**src/rtl/sdm_pkg.sv**
```systemverilog
package sdm_pkg;

    localparam int LFSR_W    = 23;
    localparam int LFSR_TAP  = 17;
    localparam int DEF_IN_W  = 24;
    localparam int DEF_ACC_W = 28;

    typedef enum logic {
        Q_LOW  = 1'b0,
        Q_HIGH = 1'b1
    } qbit_e;

    typedef logic [LFSR_W-1:0] lfsr_t;

    localparam lfsr_t DEF_SEED = 23'h2B5A5A;

    // one step of the maximal-length sequence, left shift
    function automatic lfsr_t lfsr_next(input lfsr_t s);
        return {s[LFSR_W-2:0], s[LFSR_W-1] ^ s[LFSR_TAP]};
    endfunction

endpackage

```
**src/rtl/sdm_dither.sv**
```systemverilog
module sdm_dither
    import sdm_pkg::*;
#(
    parameter int    IN_W  = DEF_IN_W,
    parameter int    ACC_W = DEF_ACC_W,
    parameter lfsr_t SEED  = DEF_SEED
) (
    input  logic                    clk_i,
    input  logic                    rst_i,
    input  logic                    ce_i,
    input  logic                    en_i,
    output logic signed [ACC_W-1:0] dith_o
);

    // dither spans a quarter of full scale each way
    localparam int DW = IN_W - 2;
    localparam logic signed [ACC_W-1:0] HALF = ACC_W'(1) << (DW - 1);

    lfsr_t                   state_q;
    logic signed [ACC_W-1:0] raw;

    always_ff @(posedge clk_i) begin
        if (rst_i) begin
            state_q <= SEED;
        end else if (ce_i) begin
            state_q <= lfsr_next(state_q);
        end
    end

    assign raw    = $signed({{(ACC_W-DW){1'b0}}, state_q[DW-1:0]}) - HALF;
    assign dith_o = en_i ? raw : '0;

    a_r1_seed_load: assert property (@(posedge clk_i)
        rst_i |=> state_q == SEED)
        else $error("R1: dither register not reloaded");

    a_r8_advance: assert property (@(posedge clk_i) disable iff (rst_i)
        ce_i |=> state_q != $past(state_q))
        else $error("R8: dither register failed to advance");

    a_r2_dither_hold: assert property (@(posedge clk_i) disable iff (rst_i)
        !ce_i |=> $stable(state_q))
        else $error("R2: dither register moved without enable");

    a_r6_nonzero: assert property (@(posedge clk_i) disable iff (rst_i)
        ce_i |=> state_q != '0)
        else $error("R6: dither register locked at zero");

endmodule

```
**src/rtl/sdm_stage.sv**
```systemverilog
module sdm_stage #(
    parameter int ACC_W   = 28,
    parameter int GAIN_SH = 4,
    parameter int LEAK_SH = 4,
    parameter int RES_SH  = 6,
    parameter bit LEAKY   = 1'b1
) (
    input  logic                    clk_i,
    input  logic                    rst_i,
    input  logic                    ce_i,
    input  logic signed [ACC_W-1:0] drive_i,
    input  logic signed [ACC_W-1:0] back_i,
    output logic signed [ACC_W-1:0] acc_o
);

    logic signed [ACC_W-1:0] acc_q;
    logic signed [ACC_W-1:0] leak;
    logic signed [ACC_W-1:0] nxt;

    generate
        if (LEAKY) begin : g_lossy
            assign leak = acc_q >>> LEAK_SH;
        end else begin : g_ideal
            assign leak = '0;
        end
    endgenerate

    // modulo arithmetic, no clipping
    assign nxt = acc_q + (drive_i >>> GAIN_SH) - leak - (back_i >>> RES_SH);

    always_ff @(posedge clk_i) begin
        if (rst_i) begin
            acc_q <= '0;
        end else if (ce_i) begin
            acc_q <= nxt;
        end
    end

    assign acc_o = acc_q;

    a_r1_acc_clear: assert property (@(posedge clk_i)
        rst_i |=> acc_q == '0)
        else $error("R1: accumulator not cleared");

    a_r2_acc_hold: assert property (@(posedge clk_i) disable iff (rst_i)
        !ce_i |=> $stable(acc_q))
        else $error("R2: accumulator moved without enable");

endmodule

```
**src/rtl/sdm_quant.sv**
```systemverilog
module sdm_quant
    import sdm_pkg::*;
#(
    parameter int ACC_W = DEF_ACC_W,
    parameter int ORDER = 7,
    parameter int FF_SH = 4
) (
    input  logic signed [ACC_W-1:0] st_i [ORDER],
    input  logic signed [ACC_W-1:0] dith_i,
    output qbit_e                   dec_o
);

    localparam int SUM_W = ACC_W + $clog2(ORDER + 1) + 1;

    logic signed [SUM_W-1:0] sum;

    always_comb begin
        sum = SUM_W'(st_i[0]) + SUM_W'(dith_i);
        for (int k = 1; k < ORDER; k++) begin
            sum = sum + SUM_W'(st_i[k] >>> FF_SH);
        end
        dec_o = sum[SUM_W-1] ? Q_LOW : Q_HIGH;
    end

endmodule

```
**src/rtl/sdm_leapfrog7.sv**
```systemverilog
module sdm_leapfrog7
    import sdm_pkg::*;
#(
    parameter int    IN_W    = DEF_IN_W,
    parameter int    ACC_W   = DEF_ACC_W,
    parameter int    ORDER   = 7,
    parameter int    GAIN_SH = 4,
    parameter int    LEAK_SH = 4,
    parameter int    RES_SH  = 6,
    parameter int    FF_SH   = 4,
    parameter lfsr_t SEED    = DEF_SEED
) (
    input  logic                   clk_i,
    input  logic                   rst_i,
    input  logic                   ce_i,
    input  logic                   dither_en_i,
    input  logic signed [IN_W-1:0] pcm_i,
    output logic                   bit_o
);

    localparam logic signed [ACC_W-1:0] FS = ACC_W'(1) << (IN_W - 1);

    logic signed [ACC_W-1:0] fb;
    logic signed [ACC_W-1:0] err;
    logic signed [ACC_W-1:0] dith;
    logic signed [ACC_W-1:0] st    [ORDER];
    logic signed [ACC_W-1:0] drive [ORDER];
    logic signed [ACC_W-1:0] back  [ORDER];
    qbit_e                   dec;

    // exact negation of the feedback level, never an inversion
    assign fb  = bit_o ? FS : -FS;
    assign err = ACC_W'(pcm_i) - fb;

    for (genvar k = 0; k < ORDER; k++) begin : g_chain
        if (k == 0) begin : g_head
            assign drive[k] = err;
            assign back[k]  = '0;
        end else begin : g_body
            assign drive[k] = st[k-1];
            if (k == ORDER - 1) begin : g_tail
                assign back[k] = '0;
            end else begin : g_mid
                assign back[k] = st[k+1];
            end
        end

        sdm_stage #(
            .ACC_W  (ACC_W),
            .GAIN_SH((k == 0) ? 0 : GAIN_SH),
            .LEAK_SH(LEAK_SH),
            .RES_SH (RES_SH),
            .LEAKY  (k != 0)
        ) u_stage (
            .clk_i  (clk_i),
            .rst_i  (rst_i),
            .ce_i   (ce_i),
            .drive_i(drive[k]),
            .back_i (back[k]),
            .acc_o  (st[k])
        );
    end

    sdm_dither #(
        .IN_W (IN_W),
        .ACC_W(ACC_W),
        .SEED (SEED)
    ) u_dither (
        .clk_i (clk_i),
        .rst_i (rst_i),
        .ce_i  (ce_i),
        .en_i  (dither_en_i),
        .dith_o(dith)
    );

    sdm_quant #(
        .ACC_W(ACC_W),
        .ORDER(ORDER),
        .FF_SH(FF_SH)
    ) u_quant (
        .st_i  (st),
        .dith_i(dith),
        .dec_o (dec)
    );

    always_ff @(posedge clk_i) begin
        if (rst_i) begin
            bit_o <= 1'b0;
        end else if (ce_i) begin
            bit_o <= (dec == Q_HIGH);
        end
    end

    a_r1_out_clear: assert property (@(posedge clk_i)
        rst_i |=> !bit_o)
        else $error("R1: output not cleared");

    a_r2_out_hold: assert property (@(posedge clk_i) disable iff (rst_i)
        !ce_i |=> $stable(bit_o))
        else $error("R2: output moved without enable");

endmodule

```
**config.mk**
```make
export PLATFORM = sky130hd
export DESIGN_NAME = sdm_leapfrog7
export DESIGN_NICKNAME = d
export VERILOG_FILES = /design/src/rtl/sdm_pkg.sv /design/src/rtl/sdm_dither.sv /design/src/rtl/sdm_stage.sv /design/src/rtl/sdm_quant.sv /design/src/rtl/sdm_leapfrog7.sv
export SDC_FILE = /design/constraint.sdc
export NUM_CORES = 2
export LEC_CHECK = 0
export CELL_PAD_IN_SITES_DETAIL_PLACEMENT = 2
export CELL_PAD_IN_SITES_GLOBAL_PLACEMENT = 2
export CORE_MARGIN = 10
export CORE_UTILIZATION = 38
export DETAILED_ROUTE_END_ITERATION = 10
export PLACE_DENSITY_LB_ADDON = 0.12
export SYNTH_ARGS = -nofsm -noshare
export SYNTH_HDL_FRONTEND = slang
export SYNTH_SLANG_ARGS = --single-unit
```
**constraint.sdc**
```tcl
create_clock -name clk_i -period 7.05 [get_ports clk_i]
set_clock_uncertainty 0.1 [all_clocks]
set_input_delay 1.41 -clock clk_i [delete_from_list [all_inputs] [get_ports clk_i]]
set_output_delay 1.41 -clock clk_i [all_outputs]
set_load 0.1 [all_outputs]
```
==> impl_metrics.tcl <==
set metrics [dict create \
    fin_ws_ns -0.144 \
    path_common_cell "fa_1" \
    cts_tree "yes" \
    r2r_end "bit_o" \
    yosysMostFrequentCell "inv_1" \
    synth_area_per_cell_um2 9.22 \
    cts_root_buf "clkbuf_16" \
    syn2layout_area_growth_pct 13.1 \
    grt_max_degree 79 \
    chipWidth_um 298 \
    clk_path_buf_depth 3 \
    drt-initial-drc-count 967 \
    htree_num_levels 1 \
    drv_slew 0 \
    syn_area_um2 29300 \
    worstHoldStart "g_chain[0].u_stage.acc_o[1]" \
    synth_top_area_share_pct 29.5 \
    grt_pass1_vias 27000 \
    final_layout_size_suffix_gt1_share_pct 9.37 \
    finalCritPeriodShare_pct 102 \
    yosys.cell_types.count 90 \
    die_h_um 298 \
    cts_num_sinks 220 \
    ys_seq_area_share_pct 15.0 \
    fin_area_um2 33100 \
    synth_xor_area_share_pct 5.56 \
    port_buffers 28 \
    critPathLaunchType "input port" \
    fmax_ghz 0.139 \
    synth_compound_gate_area_share_pct 16.1 \
    core_area_um2 76200 \
    worstSetupPathType "in -> reg" \
    cp-end-kind "register" \
    synthAdderAreaFrac_pct 41.3 \
    r2r_cells 31 \
    remaining_drc_errors 0 \
    firstDrtPassIters 4 \
    synth-edff-count 0 \
    ys_warn_count 0 \
    rsz0062_at_grt "yes" \
    drv_cap 0 \
    worstPathRequired_ns 7.44 \
    io_pins 29 \
    async_flop_share_pct 0 \
    wl_mm 96.8 \
    gp_congestion 0.870 \
    vias 23300 \
    insertion_delay_ns 0.62 \
    diodes 0 \
    worst-slew-pin-transition_ns 1.14 \
    holdPathStages 2 \
    r2r_setup_slack_ns 0.41 \
    hold_path.class "reg -> reg" \
    fin_util_pct 43.5 \
    grt_usage_pct 22.0 \
    routedWlPerCell_um 22.3 \
    worstHoldEndpoint "g_chain[0].u_stage.acc_o[1]" \
    hold_violations 0 \
    place_ws_ns -1.45 \
    ys.flop_type "dfxtp_1" \
    synth.area.top_cells "fa_1 (29%), dfxtp_1 (15%), ha_1 (12%)" \
    grt_overflow 0 \
    ys_seq_elements 220 \
    violations "negative setup slack" \
    arrival_ns 7.58 \
    die_area_um2 88500 \
    route.antenna.remaining_nets 0 \
    nets 4034 \
    worst_path_max_delay_cell "fa_1" \
    yosys.area.top_type "fa_1" \
    slowest_delay_ns 0.57 \
    status "finished, violations left" \
    antenna_found_initial 0 \
    routed_via_density 5.37 \
    cts-buffers-inserted 30 \
    syn_inst 3177 \
    synth_commonest_cells "inv_1 (503), fa_1 (431), ha_1 (277), dfxtp_1 (220), nor2_1 (196)" \
    slew_headroom_pct 23.6 \
    hpwl_mm 77.7 \
    cp_max_fo 18 \
    setup_viol 1 \
    fin_crit_ns 7.19 \
    r2r-start "g_chain[1].u_stage.acc_o[5]" \
    syn_nets 3913 \
    grt_pass1_wl_mm 157 \
    placed_area_um2 31500 \
    start_util_pct 38.4 \
    synthSimpleGateAreaFrac_pct 11.0 \
    rows 101 \
    synthMuxAreaShare_pct 3.50 \
    synth_top_family_by_area "adder cells" \
    clk_pin_slew_ns 0.07 \
]
[final cells by class]
class                      count  area, um^2
timing repair buffer         170        1390
fill                        8312       43100
clock buffer                  37         827
tap                         1030        1290
inverter                     504        1890
multi-input combinational   2372       23200
clock inverter                16         149
sequential                   220        4400
[what timing repair did]
action / CTS / global route
hold buffers: 0 / 0
setup buffers: 24 / 1
endpoints found under the setup margin: 1 / 1
resized for setup: 69 / 29
pin swaps: 58 / 39
[cell usage in the layout (no fill, tap or decap), types with 8 or more instances in the layout]
cell and instances:
xor2_1 79, mux2i_1 100, o211ai_1 11, a21oi_2 13, nand4_1 19, clkbuf_16 30
nand2_1 172, and3_1 23, nor2b_1 43, nor2_1 193, o21a_1 35, a211oi_1 31
a31oi_1 19, nor3_1 28, ha_4 12, buf_4 135, dfxtp_1 220, a211o_1 20
a21oi_1 165, or3_1 10, ha_1 262, and2_1 28, a21o_1 121, nand3_1 45
o21ai_0 131, buf_6 8, a22o_1 8, inv_1 498, nand3b_1 8, o31ai_1 11
clkdlybuf4s50_1 25, o21bai_1 17, fa_1 424, o21ai_1 33, nand2b_1 42, clkinv_2 11
xnor2_1 101
[per-layer routing]
layer	up-vias	global-route usage, %	wire [um]	part of all wire (%)
li1	10800	-	-	-
met1	12200	27.9	42800	44
met2	247	39.5	48800	50
met3	129	2.01	2150	2.2
met4	0	5.94	2980	3.1
met5	-	0	0	0
[metrics by stage]
stage	hold WS (ns)	std cells	TNS, ns
4_1_cts	0.393	4348	0
6_report	0.386	4349	-0.144
5_1_grt	0.406	4349	-0.366
3_3_place_gp	0.362	4271	-1.10
2_1_floorplan	0.345	3177	-0.261
3_5_place_dp	0.380	4271	-1.45
[how the worst max path moves through the flow]
stage / from / to / slack, ns / cells after the start
after floorplan: dither_en_i / bit_o / -0.26 / 26
after global placement: dither_en_i / bit_o / -1.10 / 29
after detailed placement: dither_en_i / bit_o / -1.45 / 28
after CTS: dither_en_i / bit_o / 0.003 / 30
after global routing: dither_en_i / bit_o / -0.37 / 29
final: dither_en_i / bit_o / -0.14 / 30
[critical path: cells and delay by family]
| kind | cells | cell delay (ns) |
|---|---|---|
| adder cells (fa/ha/maj) | 6 | 2.54 |
| AO/OA/AOI/OAI | 10 | 1.83 |
| buffers and inverters | 7 | 0.86 |
| AND/OR/NAND/NOR | 6 | 0.76 |
| XOR/XNOR | 1 | 0.15 |
[sequential cells by signal, summed over array words and instances, names as in the netlist]
| name | flops |
|---|---|
| u_dither.state_q | 23 |
| bit_o | 1 |
| g_chain.u_stage.acc_o | 196 |
[cells by family after synthesis]
kind of cell               after synthesis
AOI/OAI and AO/OA                      711
xor gates and xnor gates               186
adders and majority gates              708
buffers and inverters                  585
DFF                                    220
muxes                                  102
and+or+nand+nor                        665
Power is left out: the tool's default activity adds up to more than one toggle a clock period on the data nets, which glitch-free logic cannot reach.
